### src/rtl/bt_pkg.sv
package bt_pkg;

    localparam int LENW = 5;

    typedef enum logic [1:0] {
        TR_IDLE = 2'b00,
        TR_BUSY = 2'b01,
        TR_NSEQ = 2'b10,
        TR_SEQ  = 2'b11
    } trans_e;

    typedef enum logic [1:0] {
        ST_IDLE   = 2'b00,
        ST_ACTIVE = 2'b01,
        ST_PAUSED = 2'b10
    } trk_state_e;

    typedef struct packed {
        logic            fixed;
        logic            wrap;
        logic [LENW-1:0] len;
    } burst_info_t;

endpackage

### src/rtl/bt_burst_decode.sv
module bt_burst_decode
    import bt_pkg::*;
(
    input  logic [2:0]  burst_code,
    output burst_info_t info
);

    always_comb begin
        info = '0;
        unique case (burst_code)
            3'd0: begin info.fixed = 1'b1; info.wrap = 1'b0; info.len = LENW'(1);  end
            3'd1: begin info.fixed = 1'b0; info.wrap = 1'b0; info.len = LENW'(0);  end
            3'd2: begin info.fixed = 1'b1; info.wrap = 1'b1; info.len = LENW'(4);  end
            3'd3: begin info.fixed = 1'b1; info.wrap = 1'b0; info.len = LENW'(4);  end
            3'd4: begin info.fixed = 1'b1; info.wrap = 1'b1; info.len = LENW'(8);  end
            3'd5: begin info.fixed = 1'b1; info.wrap = 1'b0; info.len = LENW'(8);  end
            3'd6: begin info.fixed = 1'b1; info.wrap = 1'b1; info.len = LENW'(16); end
            default: begin info.fixed = 1'b1; info.wrap = 1'b0; info.len = LENW'(16); end
        endcase
    end

endmodule

### src/rtl/bt_addr_step.sv
module bt_addr_step
    import bt_pkg::*;
#(
    parameter int AW = 32
) (
    input  logic [AW-1:0]   cur,
    input  logic [2:0]      size,
    input  logic            wrap,
    input  logic [LENW-1:0] len,
    output logic [AW-1:0]   nxt
);

    logic [AW-1:0] step;
    logic [AW-1:0] blk;
    logic [AW-1:0] mask;
    logic [AW-1:0] sum;

    always_comb begin
        step = AW'(1) << size;
        blk  = AW'(len) << size;
        mask = blk - AW'(1);
        sum  = cur + step;
        nxt  = wrap ? ((cur & ~mask) | (sum & mask)) : sum;
    end

endmodule

### src/rtl/bt_fsm.sv
module bt_fsm
    import bt_pkg::*;
#(
    parameter int AW   = 32,
    parameter int IDXW = 10
) (
    input  logic            clk,
    input  logic            rst_n,
    input  logic            sel_i,
    input  logic [1:0]      xfer_kind,
    input  logic [2:0]      beat_size,
    input  logic [AW-1:0]   xfer_addr,
    input  logic            bus_ready,
    input  burst_info_t     new_info,
    input  logic [AW-1:0]   step_addr,
    output logic [AW-1:0]   ctx_addr,
    output logic [2:0]      ctx_size,
    output logic            ctx_wrap,
    output logic [LENW-1:0] ctx_len,
    output logic            beat_vld,
    output logic [AW-1:0]   beat_addr,
    output logic [IDXW-1:0] beat_idx,
    output logic            burst_start,
    output logic            burst_end,
    output logic            early_term,
    output logic [LENW-1:0] early_cnt,
    output logic            proto_err
);

    trk_state_e      state, nx_state;
    trans_e          tr;
    logic            cyc_ns, cyc_sq, cyc_bz, cyc_cl;

    logic [AW-1:0]   addr_q, nx_addr;
    logic [2:0]      size_q, nx_size;
    logic            wrap_q, nx_wrap;
    logic            fixed_q, nx_fixed;
    logic [LENW-1:0] len_q, nx_len;
    logic [IDXW-1:0] cnt_q, nx_cnt;

    logic            o_vld, o_start, o_end, o_eterm, o_perr;
    logic [AW-1:0]   o_addr;
    logic [IDXW-1:0] o_idx;
    logic [LENW-1:0] o_ecnt;

    assign tr     = trans_e'(xfer_kind);
    assign cyc_ns = bus_ready && sel_i && (tr == TR_NSEQ);
    assign cyc_sq = bus_ready && sel_i && (tr == TR_SEQ);
    assign cyc_bz = bus_ready && sel_i && (tr == TR_BUSY);
    assign cyc_cl = bus_ready && (!sel_i || (tr == TR_IDLE));

    assign ctx_addr = addr_q;
    assign ctx_size = size_q;
    assign ctx_wrap = wrap_q;
    assign ctx_len  = len_q;

    always_comb begin
        nx_state = state;
        nx_addr  = addr_q;
        nx_size  = size_q;
        nx_wrap  = wrap_q;
        nx_fixed = fixed_q;
        nx_len   = len_q;
        nx_cnt   = cnt_q;
        o_vld    = 1'b0;
        o_addr   = '0;
        o_idx    = '0;
        o_start  = 1'b0;
        o_end    = 1'b0;
        o_eterm  = 1'b0;
        o_ecnt   = '0;
        o_perr   = 1'b0;

        unique case (state)
            ST_IDLE: begin
                if (cyc_sq) begin
                    o_perr = 1'b1;
                end
            end
            ST_ACTIVE, ST_PAUSED: begin
                if (cyc_cl || cyc_ns) begin
                    o_end    = 1'b1;
                    o_eterm  = fixed_q;
                    o_ecnt   = fixed_q ? cnt_q[LENW-1:0] : '0;
                    nx_state = ST_IDLE;
                end else if (cyc_bz) begin
                    nx_state = ST_PAUSED;
                end else if (cyc_sq) begin
                    o_vld    = 1'b1;
                    o_addr   = step_addr;
                    o_idx    = cnt_q;
                    nx_addr  = step_addr;
                    nx_cnt   = cnt_q + IDXW'(1);
                    nx_state = ST_ACTIVE;
                    if (fixed_q && (nx_cnt == IDXW'(len_q))) begin
                        o_end    = 1'b1;
                        nx_state = ST_IDLE;
                    end
                end
            end
            default: nx_state = ST_IDLE;
        endcase

        if (cyc_ns) begin
            o_vld    = 1'b1;
            o_addr   = xfer_addr;
            o_idx    = '0;
            o_start  = 1'b1;
            nx_addr  = xfer_addr;
            nx_size  = beat_size;
            nx_wrap  = new_info.wrap;
            nx_fixed = new_info.fixed;
            nx_len   = new_info.len;
            nx_cnt   = IDXW'(1);
            nx_state = ST_ACTIVE;
            if (new_info.fixed && (new_info.len == LENW'(1))) begin
                o_end    = 1'b1;
                nx_state = ST_IDLE;
            end
        end
    end

    always_ff @(posedge clk or negedge rst_n) begin
        if (!rst_n) begin
            state   <= ST_IDLE;
            addr_q  <= '0;
            size_q  <= '0;
            wrap_q  <= 1'b0;
            fixed_q <= 1'b0;
            len_q   <= '0;
            cnt_q   <= '0;
        end else begin
            state   <= nx_state;
            addr_q  <= nx_addr;
            size_q  <= nx_size;
            wrap_q  <= nx_wrap;
            fixed_q <= nx_fixed;
            len_q   <= nx_len;
            cnt_q   <= nx_cnt;
        end
    end

    always_ff @(posedge clk or negedge rst_n) begin
        if (!rst_n) begin
            beat_vld    <= 1'b0;
            beat_addr   <= '0;
            beat_idx    <= '0;
            burst_start <= 1'b0;
            burst_end   <= 1'b0;
            early_term  <= 1'b0;
            early_cnt   <= '0;
            proto_err   <= 1'b0;
        end else begin
            beat_vld    <= o_vld;
            beat_addr   <= o_addr;
            beat_idx    <= o_idx;
            burst_start <= o_start;
            burst_end   <= o_end;
            early_term  <= o_eterm;
            early_cnt   <= o_ecnt;
            proto_err   <= o_perr;
        end
    end

    AST_START_IS_FIRST_BEAT: assert property (@(posedge clk) disable iff (!rst_n)
        burst_start |-> (beat_vld && beat_idx == '0));
    AST_ETERM_WITH_END: assert property (@(posedge clk) disable iff (!rst_n)
        early_term |-> burst_end);
    AST_ORPHAN_SILENT: assert property (@(posedge clk) disable iff (!rst_n)
        proto_err |-> (!beat_vld && !burst_end));
    AST_STALL_SILENT: assert property (@(posedge clk) disable iff (!rst_n)
        !bus_ready |=> (!beat_vld && !burst_end && !proto_err));
    AST_BUSY_NO_BEAT: assert property (@(posedge clk) disable iff (!rst_n)
        cyc_bz |=> (!beat_vld && !burst_end));
    AST_BUSY_KEEPS_CTX: assert property (@(posedge clk) disable iff (!rst_n)
        (cyc_bz && state != ST_IDLE) |=> ($stable(addr_q) && $stable(cnt_q) && state == ST_PAUSED));
    AST_FIXED_WITHIN_LEN: assert property (@(posedge clk) disable iff (!rst_n)
        (state != ST_IDLE && fixed_q) |-> (cnt_q < IDXW'(len_q)));

endmodule

### src/rtl/ahb_burst_tracker.sv
module ahb_burst_tracker
    import bt_pkg::*;
#(
    parameter int AW   = 32,
    parameter int IDXW = 10
) (
    input  logic            clk,
    input  logic            rst_n,
    input  logic            sel_i,
    input  logic [1:0]      xfer_kind,
    input  logic [2:0]      burst_kind,
    input  logic [2:0]      beat_size,
    input  logic [AW-1:0]   xfer_addr,
    input  logic            bus_ready,
    output logic            beat_vld,
    output logic [AW-1:0]   beat_addr,
    output logic [IDXW-1:0] beat_idx,
    output logic            burst_start,
    output logic            burst_end,
    output logic            early_term,
    output logic [4:0]      early_cnt,
    output logic            proto_err
);

    burst_info_t     new_info;
    logic [AW-1:0]   ctx_addr;
    logic [AW-1:0]   step_addr;
    logic [2:0]      ctx_size;
    logic            ctx_wrap;
    logic [LENW-1:0] ctx_len;

    bt_burst_decode u_decode (
        .burst_code (burst_kind),
        .info       (new_info)
    );

    bt_addr_step #(.AW(AW)) u_step (
        .cur  (ctx_addr),
        .size (ctx_size),
        .wrap (ctx_wrap),
        .len  (ctx_len),
        .nxt  (step_addr)
    );

    bt_fsm #(.AW(AW), .IDXW(IDXW)) u_fsm (
        .clk         (clk),
        .rst_n       (rst_n),
        .sel_i       (sel_i),
        .xfer_kind   (xfer_kind),
        .beat_size   (beat_size),
        .xfer_addr   (xfer_addr),
        .bus_ready   (bus_ready),
        .new_info    (new_info),
        .step_addr   (step_addr),
        .ctx_addr    (ctx_addr),
        .ctx_size    (ctx_size),
        .ctx_wrap    (ctx_wrap),
        .ctx_len     (ctx_len),
        .beat_vld    (beat_vld),
        .beat_addr   (beat_addr),
        .beat_idx    (beat_idx),
        .burst_start (burst_start),
        .burst_end   (burst_end),
        .early_term  (early_term),
        .early_cnt   (early_cnt),
        .proto_err   (proto_err)
    );

    AST_START_NEEDS_SEL: assert property (@(posedge clk) disable iff (!rst_n)
        !sel_i |=> !burst_start);

endmodule

### config.mk
export PLATFORM = sky130hd
export DESIGN_NAME = ahb_burst_tracker
export DESIGN_NICKNAME = d
export VERILOG_FILES = /design/src/rtl/bt_pkg.sv /design/src/rtl/bt_burst_decode.sv /design/src/rtl/bt_addr_step.sv /design/src/rtl/bt_fsm.sv /design/src/rtl/ahb_burst_tracker.sv
export SDC_FILE = /design/constraint.sdc
export NUM_CORES = 1
export LEC_CHECK = 0
export CORE_UTILIZATION = 36
export DETAILED_ROUTE_END_ITERATION = 6
export SLEW_MARGIN = 20
export SYNTH_ARGS = -nofsm -noshare
export SYNTH_HDL_FRONTEND = slang
export SYNTH_SLANG_ARGS = --single-unit
### constraint.sdc
create_clock -name clk -period 3.6 [get_ports clk]
set_clock_uncertainty 0.2 [all_clocks]
set_input_delay 0.72 -clock clk [delete_from_list [all_inputs] [get_ports clk]]
set_output_delay 0.72 -clock clk [all_outputs]
set_load 0.01 [all_outputs]
### Yosys cells after proc, flatten, opt, wreduce, memory -nomap -nowiden

Cells that the tools add are included.

* add/sub/neg operators: 3
* eq/ne operators: 17
* shift-type cells: 2
* mux-type cells: 48
* bitwise gates (word level): 4
* reduce and logical (&&, ||, !) cells: 18

Operator list (number)
* $mux 32: 11
* $mux 10: 10
* $and 32x32->32: 2
* $pmux 7 s7: 1
* $add 32x32->32: 1
* $not 32->32: 1
* $or 32x32->32: 1
* $shl 1x3->32 const A: 1
* $shl 5x3->32: 1
* $sub 32x1->32 const B: 1
* $mux 1: 18
* $mux 5: 3
* $add 10x1->10 const B: 1
* $eq 10x5->1: 1
* $eq 3x3->1 const B: 3
* $mux 2: 4
* $logic_and 1x1->1: 7
* $eq 2x2->1 const B: 3
* $eq 3x2->1 const B: 2
* $ne 2x1->1 const B: 3
* $eq 5x1->1 const B: 1
* $ne 5x1->1 const B: 1
* $eq 2x1->1 const B: 2
* $logic_not 2->1: 2
* 9 further kinds: 11

* bits in registers: 106
* input bits: 44
* output and inout port bits: 52
* word-level logic and storage cells: 107

### Longest topological paths before layout

Gate-level depths: netlist of run 1.

* depth in word-level cells: 11
* depth in mapped cells: 13
* depth with buffers taken out: 10

### By module

From an unflattened synthesis of run 1, not the netlist that was laid out.

* cell total of the unflattened synthesis: 606
* area total of the unflattened synthesis: 5849.4 sq um

Modules (own cells, without submodules)
* bt_fsm: times used 1, cells each 331, area an instance 4082.7 sq um, seq. area each 2652.5 sq um
* bt_addr_step: times used 1, cells each 267, area an instance 1709.1 sq um, seq. area each 0.0 sq um
* bt_burst_decode: times used 1, cells each 8, area an instance 57.6 sq um, seq. area each 0.0 sq um

### Least setup slack after synthesis of run 1

OpenSTA, ideal clock, no wires.

* path type: register -> register
* from: register u_fsm.size_q[0], in the netlist u_fsm.ctx_size[0]
* to: register u_fsm.addr_q[8], in the netlist u_fsm.ctx_addr[8]
* library setup time: 0.135 ns
* arrival time: 3.186 ns
* required time: 3.265 ns
* setup slack: 0.079 ns
* stages on the path, launching flop included: 13
* path buffers: 3
* clock period less this slack: 3.521 ns
* path through: dfrtp_1 -> buf_2 -> clkbuf_1 -> nor3_1 -> ha_1 -> fa_1 -> a21oi_1 -> o22ai_1 -> o41ai_1 -> clkbuf_1 -> a311oi_1 -> xnor2_1 -> o21ai_0

* cells in the longest elaborated chain, start to end: 11
* elaborated cells on any way between the ends: 14
* classes of those cells: add/sub (2); shift (2); mux (6); bitwise (4)

Ends and longest elaborated chain
* from (decl): line bt_fsm.sv:35 `logic [2:0] size_q, nx_size;`
* from (signal assigned): line bt_fsm.sv:135 `size_q <= nx_size;`
* $shl 5x3->32: line bt_addr_step.sv:20 `blk = AW'(len) << size;`
* $sub 32x1->32: line bt_addr_step.sv:21 `mask = blk - AW'(1);`
* $not 32->32: line bt_addr_step.sv:23 `nxt = wrap ? ((cur & ~mask) | (sum & mask)) : sum;`
* $and 32x32->32: line bt_addr_step.sv:23
* $or 32x32->32: line bt_addr_step.sv:23
* $mux 32 (*): line bt_addr_step.sv:23
* $mux 32 (*): line bt_fsm.sv:88 `end else if (cyc_sq) begin`
* $mux 32 (*): line bt_fsm.sv:86 `end else if (cyc_bz) begin`
* $mux 32 (*): line bt_fsm.sv:81 `if (cyc_cl || cyc_ns) begin`
* $mux 32 (*): line bt_fsm.sv:74 `unique case (state)`
* $mux 32 (*): line bt_fsm.sv:104 `if (cyc_ns) begin`
* to (signal assigned): line bt_fsm.sv:134 `addr_q <= nx_addr;`
* to (decl): line bt_fsm.sv:34 `logic [AW-1:0] addr_q, nx_addr;`

Every way passes the cells marked *; elsewhere a longest branch is shown, timed or not. The select of a mux whose other input is x is not followed.
A chain may end at the register's enable or synchronous reset.

### Final worst setup path of run 1

* from: register u_fsm.len_q[4], in the netlist u_fsm.ctx_len[4]
* to: register u_fsm.addr_q[11], in the netlist u_fsm.ctx_addr[11]

* cells in the longest elaborated chain, start to end: 11
* elaborated cells on any way between the ends: 12
* classes of those cells: add/sub (1); shift (1); mux (6); bitwise (4)

Ends and longest elaborated chain
* from (decl): line bt_fsm.sv:38 `logic [LENW-1:0] len_q, nx_len;`
* from (signal assigned): line bt_fsm.sv:138 `len_q <= nx_len;`
* $shl 5x3->32 (*): line bt_addr_step.sv:20
* $sub 32x1->32 (*): line bt_addr_step.sv:21
* $not 32->32: line bt_addr_step.sv:23
* $and 32x32->32: line bt_addr_step.sv:23
* $or 32x32->32 (*): line bt_addr_step.sv:23
* $mux 32 (*): line bt_addr_step.sv:23
* $mux 32 (*): line bt_fsm.sv:88
* $mux 32 (*): line bt_fsm.sv:86
* $mux 32 (*): line bt_fsm.sv:81
* $mux 32 (*): line bt_fsm.sv:74
* $mux 32 (*): line bt_fsm.sv:104

Marks and branches as above.

==> out/metrics.yaml, run 1 <==
yosysUniqueCellTypes: 71
async_flop_share_pct: 100
r2r-start: "u_fsm.ctx_len[4]"
drt_iter0_markers: 422
critical_path.max_stage_delay_ns: 0.53
initial_utilization_pct: 37.3
synthFlopType: "dfrtp_1"
grtUsageTotal_pct: 19.8
fin_cells: 1000
synth.area.top_cells: "dfrtp_1, xnor2_1, o21ai_0"
synthesis.nets: 743
outcome: "complete, no violations"
clk_latency_ns: 0.36
grt_pass1_vias: 5381
hp-class: "in -> async"
post-route-min-period_ns: 3.26
synth_commonest_cells: "dfrtp_1, nand2_1, o21ai_0"
htree_levels: 3
clkTransAtPathRegs_ns: 0.07
place_area_um2: 7500
via_per_inst: 5.47
path_class: "reg -> reg"
synth_top_area_share_pct: 42.0
fill_cells: 1587
clock-sinks: 105
crit_path_end: "u_fsm.ctx_addr[11]"
crit_path_start_kind: "flip-flop"
dieArea_um2: 17900
fp.dieW_um: 134
cts_tree: "built"
grt_pass1_wl_um: 28000
cts_buffers: 9
syn2layout_area_growth_pct: 25.6
wirelength_um: 16900
min_period_over_period_pct: 90.6
r2r-end: "u_fsm.ctx_addr[11]"
reg2regPathDepth: 10
drive_above_1_share_pct: 10.0
power.leakage_uw: 0.00321
drt.antenna.violating_nets: 0
slew-limit-headroom_pct: 50.7
crit_path_max_fanout: 9
io_pins: 96
reg2reg_slack_ns: 0.34
max_freq_mhz: 306
place_congestion: 0.842
peakVddDrop_mv: 0.264
diodes: 0
cts-root-buf: "clkbuf_16"
drc: 0
cellPowerDensity_nw_per_um2: 500
startpoint: "u_fsm.ctx_len[4]"
first_pass_iters: 5
fin_nets: 833
fin_tns_setup_ns: 0
ys_seq_area_share_pct: 42.0
yosysMostFrequentCell: "dfrtp_1"
max_slew.worst_pin.slew_ns: 0.739
cts_buffer_depth: 2
finalHoldViolCount: 0
drv_cap: 0
cp_slowest_cell: "dfrtp_1"
yosysWarnings: 0
dpl.hpwl_um: 12400
yosysTopAreaCell: "dfrtp_1"
wl_per_cell_um: 16.9
synth_edf_count: 0
cp-end-kind: "flip-flop"
cp.arrival_ns: 3.34
antenna_found_initial: 0
syn-cell-area_um2: 6260
globalRoute.totalOverflow: 0
grt_max_degree: 47
crit_chain: "mux2_4 -> a221oi_4 -> and3_2 -> nand2_1 -> a211oi_1 -> ha_1 -> a211oi_1 -> nand2_1 -> xor2_1 -> o21ai_0"
port_buffers: 95
syn_area_per_cell_um2: 9.12
grt_setup_unrepaired: "no"
slew_violations: 0
num_vias: 5472
rows: 47
synth_seq_cells: 105
core_area_um2: 16800
syn_inst: 686
design_area_um2: 7860
place_inst: 985
worstPathRequired_ns: 3.67
holdBufCountCts: 0
finalSetupViolations: 0
die_h_um: 134
## cells in the final DEF, fill, tap and decap left out, types with 16 or more instances in the layout
| master | Yosys | final |
|---|---|---|
| a21oi_1 | 24 | 23 |
| buf_4 | 1 | 25 |
| clkdlybuf4s50_1 | 0 | 94 |
| dfrtp_1 | 105 | 104 |
| nand2_1 | 78 | 78 |
| nand3_1 | 26 | 26 |
| nand4_1 | 16 | 16 |
| nor2_1 | 48 | 48 |
| o21ai_0 | 59 | 59 |
| xnor2_1 | 36 | 36 |
| xor2_1 | 16 | 16 |
## metrics by stage
| step | utilization, % | total power [uW] | hold WS (ns) | worst slack [ns] |
|---|---|---|---|---|
| floorplan | - | 2390 | 0.224 | 0.0789 |
| finish | 46.9 | 3930 | 0.180 | 0.337 |
| CTS | 46.8 | 3950 | 0.211 | 0.183 |
| global route | 46.9 | 4160 | 0.235 | 0.0354 |
| detailed placement | 44.8 | 2790 | 0.312 | 0.202 |
| global placement | 44.8 | 2750 | 0.319 | 0.350 |
## cell type report
class,count,area (um^2),share of cell area (%)
multi-input combinational,525,3400,43.3
inverter,15,56.3,0.717
sequential,105,2630,33.5
clock buffer,10,239,3.04
timing repair buffer,120,1150,14.6
tap,220,275,3.50
clock inverter,5,104,1.32
## metal layers
| metal | vias to the layer above | part of all wire, % | GRT usage, % |
|---|---|---|---|
| met5 | - | 0 | 0 |
| met4 | 0 | 1.8 | 6.88 |
| met3 | 23 | 3.9 | 2.61 |
| met2 | 143 | 47 | 31.8 |
| met1 | 2659 | 48 | 27.5 |
| li1 | 2647 | - | - |
## where the power goes
part,total [uW],switching (uW),internal (uW)
Clock,1140,443,695
Combinational,1250,690,559
Sequential,1540,208,1330
## flip-flops by register name, indices dropped and copies added (netlist names)
register	flops
u_fsm.state	2
u_fsm.beat_idx	10
u_fsm.burst_end	1
u_fsm.cnt_q	10
u_fsm.ctx_len	4
u_fsm.fixed_q	1
u_fsm.early_term	1
u_fsm.burst_start	1
u_fsm.ctx_size	3
u_fsm.ctx_wrap	1
u_fsm.beat_vld	1
u_fsm.beat_addr	32
u_fsm.proto_err	1
u_fsm.early_cnt	5
u_fsm.ctx_addr	32
## critical path, delay by kind of cell, from the launching register on
family                     cells  cell delay (ns)
xor gates and xnor gates       1             0.17
muxes                          1             0.38
adders and majority gates      1             0.27
DFF                            1             0.53
and+or+nand+nor                3             0.53
AOI/OAI and AO/OA              4             1.11
## what timing repair did
| action | in CTS | in global routing |
|---|---|---|
| gates resized for setup | 0 | 4 |
| buffers inserted | 0 | 0 |
| endpoints found under the setup margin | 0 | 10 |
## cell families after synthesis
kind of cell / Yosys count / share of synthesized area (%)
compound gates: 170 / 17.5
xor+xnor: 52 / 7.28
mux: 15 / 2.52
simple gates: 275 / 24.1
fa+ha+maj: 13 / 2.72
flops: 105 / 42.0
buf+inv: 56 / 3.90
## worst min path at each step
| stage | end | slack, ns | cells after the start |
|---|---|---|---|
| detailed placement | u_fsm.ctx_addr[5] | 0.31 | 1 |
| global route | u_fsm.beat_addr[1] | 0.23 | 1 |
| global placement | u_fsm.ctx_addr[4] | 0.32 | 1 |
| floorplan | u_fsm.beat_addr[0] | 0.22 | 0 |
| CTS | u_fsm.ctx_addr[4] | 0.21 | 1 |
| finish | u_fsm.beat_addr[3] | 0.18 | 1 |
Note: power is estimated with default switching activity, not from simulation.
==> run 2, diff against run 1 <==
--- a/config.mk
+++ b/config.mk
@@ -7,7 +7,7 @@
 export LEC_CHECK = 0
 export CORE_UTILIZATION = 36
 export DETAILED_ROUTE_END_ITERATION = 6
-export SLEW_MARGIN = 20
 export SYNTH_ARGS = -nofsm -noshare
 export SYNTH_HDL_FRONTEND = slang
 export SYNTH_SLANG_ARGS = --single-unit
+export TNS_END_PERCENT = 10
==> results of run 2 <==
The final DEF is identical to that of run 1; final timing and power are the same.
==> run 3, diff against run 2 <==
--- a/config.mk
+++ b/config.mk
@@ -5,8 +5,10 @@
 export SDC_FILE = /design/constraint.sdc
 export NUM_CORES = 1
 export LEC_CHECK = 0
-export CORE_UTILIZATION = 36
+export CORE_UTILIZATION = 55
 export DETAILED_ROUTE_END_ITERATION = 6
+export MAX_ROUTING_LAYER = met4
+export PLACE_DENSITY = 0.81
 export SYNTH_ARGS = -nofsm -noshare
 export SYNTH_HDL_FRONTEND = slang
 export SYNTH_SLANG_ARGS = --single-unit
==> constraint.sdc (replaced) <==
create_clock -name clk -period 3.15 [get_ports clk]
set_clock_uncertainty 0.2 [all_clocks]
set_input_delay 0.63 -clock clk [delete_from_list [all_inputs] [get_ports clk]]
set_output_delay 0.63 -clock clk [all_outputs]
set_load 0.01 [all_outputs]
==> out/metrics.yaml, run 3 (synthesis gave the netlist of run 1 again) <==
finalHoldViolCount: 0
totalPowerFinal_uw: 4510
initial_utilization_pct: 57.0
path_buf_inv: 1
port_buffers: 95
cp.arrival_ns: 3.05
peakVddDrop_mv: 0.615
path_class: "reg -> reg"
wl_per_cell_um: 18.0
slew-limit-headroom_pct: 60.0
antenna_found_initial: 0
drc: 0
num_vias: 5688
fin_nets: 854
clock-sinks: 105
max_slew.worst_pin.slew_ns: 0.600
core_area_um2: 11000
min_period_over_period_pct: 95.0
clk_latency_ns: 0.36
place_congestion: 0.899
worstPathRequired_ns: 3.21
dpl.hpwl_um: 12300
via_per_inst: 6.04
drv_cap: 0
crit_chain: "nand2b_1 -> nor2_1 -> fa_1 -> a21oi_2 -> o22ai_1 -> o41ai_4 -> buf_6 -> nor3_1 -> a211o_1 -> a21o_1"
cts_buffers: 9
fin_util_pct: 72.6
globalRoute.totalOverflow: 0
clkTransAtPathRegs_ns: 0.07
outcome: "complete, no violations"
cts_tree: "built"
fin_cells: 942
crit_path_start_kind: "flip-flop"
first_pass_iters: 5
cp-end-kind: "flip-flop"
crit_path_max_fanout: 12
io_pins: 96
diodes: 0
grt_max_degree: 62
htree_levels: 3
postCtsSetupRepairBufs: 0
syn2layout_area_growth_pct: 27.5
cp_slowest_cell: "dfrtp_2"
critical_path.max_stage_delay_ns: 0.46
layout_common_cells: "dfrtp_1, clkdlybuf4s50_1, nand2_1"
rows: 38
finalSetupViolations: 0
cts-root-buf: "clkbuf_16"
place_inst: 925
cellPowerDensity_nw_per_um2: 566
fp.dieW_um: 109
final_common_cell: "dfrtp_1"
slew_violations: 0
fin_tns_setup_ns: 0
drive_above_1_share_pct: 13.7
grtUsageTotal_pct: 31.5
die_h_um: 109
wirelength_um: 16900
grt_pass1_wl_um: 27900
cts_buffer_depth: 2
post-route-min-period_ns: 2.99
dieArea_um2: 11800
drt.antenna.violating_nets: 0
grt_pass1_vias: 5668
cp_top_family: "compound AO/OA/AOI/OAI gates"
drt_iter0_markers: 437
hp-class: "reg -> reg"
max_freq_mhz: 334
power.leakage_uw: 0.00331
## run 3: path summary, 6_finish.rpt
check / slack (ns) / cells after the start / start / end
max in group asynchronous: 1.62 / 3 / rst_n / u_fsm.beat_addr[21]
min in group asynchronous: 0.43 / 2 / rst_n / u_fsm.beat_addr[4]
max: 0.16 / 10 / u_fsm.ctx_size[1] / u_fsm.ctx_addr[22]
max reg2reg: 0.16 / 10 / u_fsm.ctx_size[1] / u_fsm.ctx_addr[22]
min reg2reg: 0.32 / 1 / u_fsm.ctx_addr[5] / u_fsm.ctx_addr[5]
min: 0.32 / 1 / u_fsm.ctx_addr[5] / u_fsm.ctx_addr[5]
## run 3: layout make-up
class | count | area [um^2]
clock inverters | 5 | 61.3
fillers | 809 | 3010
flip-flops and latches | 105 | 2630
well taps | 140 | 175
clock buffers | 11 | 253
repair buffers | 141 | 1340
multi-input cells | 525 | 3460
inverters | 15 | 56.3
## run 3: through the flow
step	hold slack [ns]	setup WS [ns]	cell area, um^2
finish	0.322	0.157	7980
global route	0.354	-0.00628	7980
CTS	0.323	0.0291	7910
detailed placement	0.262	0.0713	7590
global placement	0.261	0.125	7590
floorplan	0.134	0.0413	6280
## run 3: report_power, final
group / internal [uW] / total (uW) / leakage, uW / switching [uW]
Sequential: 1520 / 1740 / 0.00138 / 220
Combinational: 726 / 1580 / 0.00179 / 858
Clock: 664 / 1190 / 0.000150 / 524
## run 3: repair_timing
item	4_1_cts	5_1_grt
gates resized for setup	0	21
endpoints found under the hold margin	7	0
setup endpoints to repair	0	45
hold buffers	1	0
## run 3: metal layers
metal | share of wire, % | global-route usage [%]
met5 | 0 | -
met2 | 48 | 49.7
met3 | 7.0 | 6.93
met4 | 1.5 | 9.65
met1 | 44 | 40.5
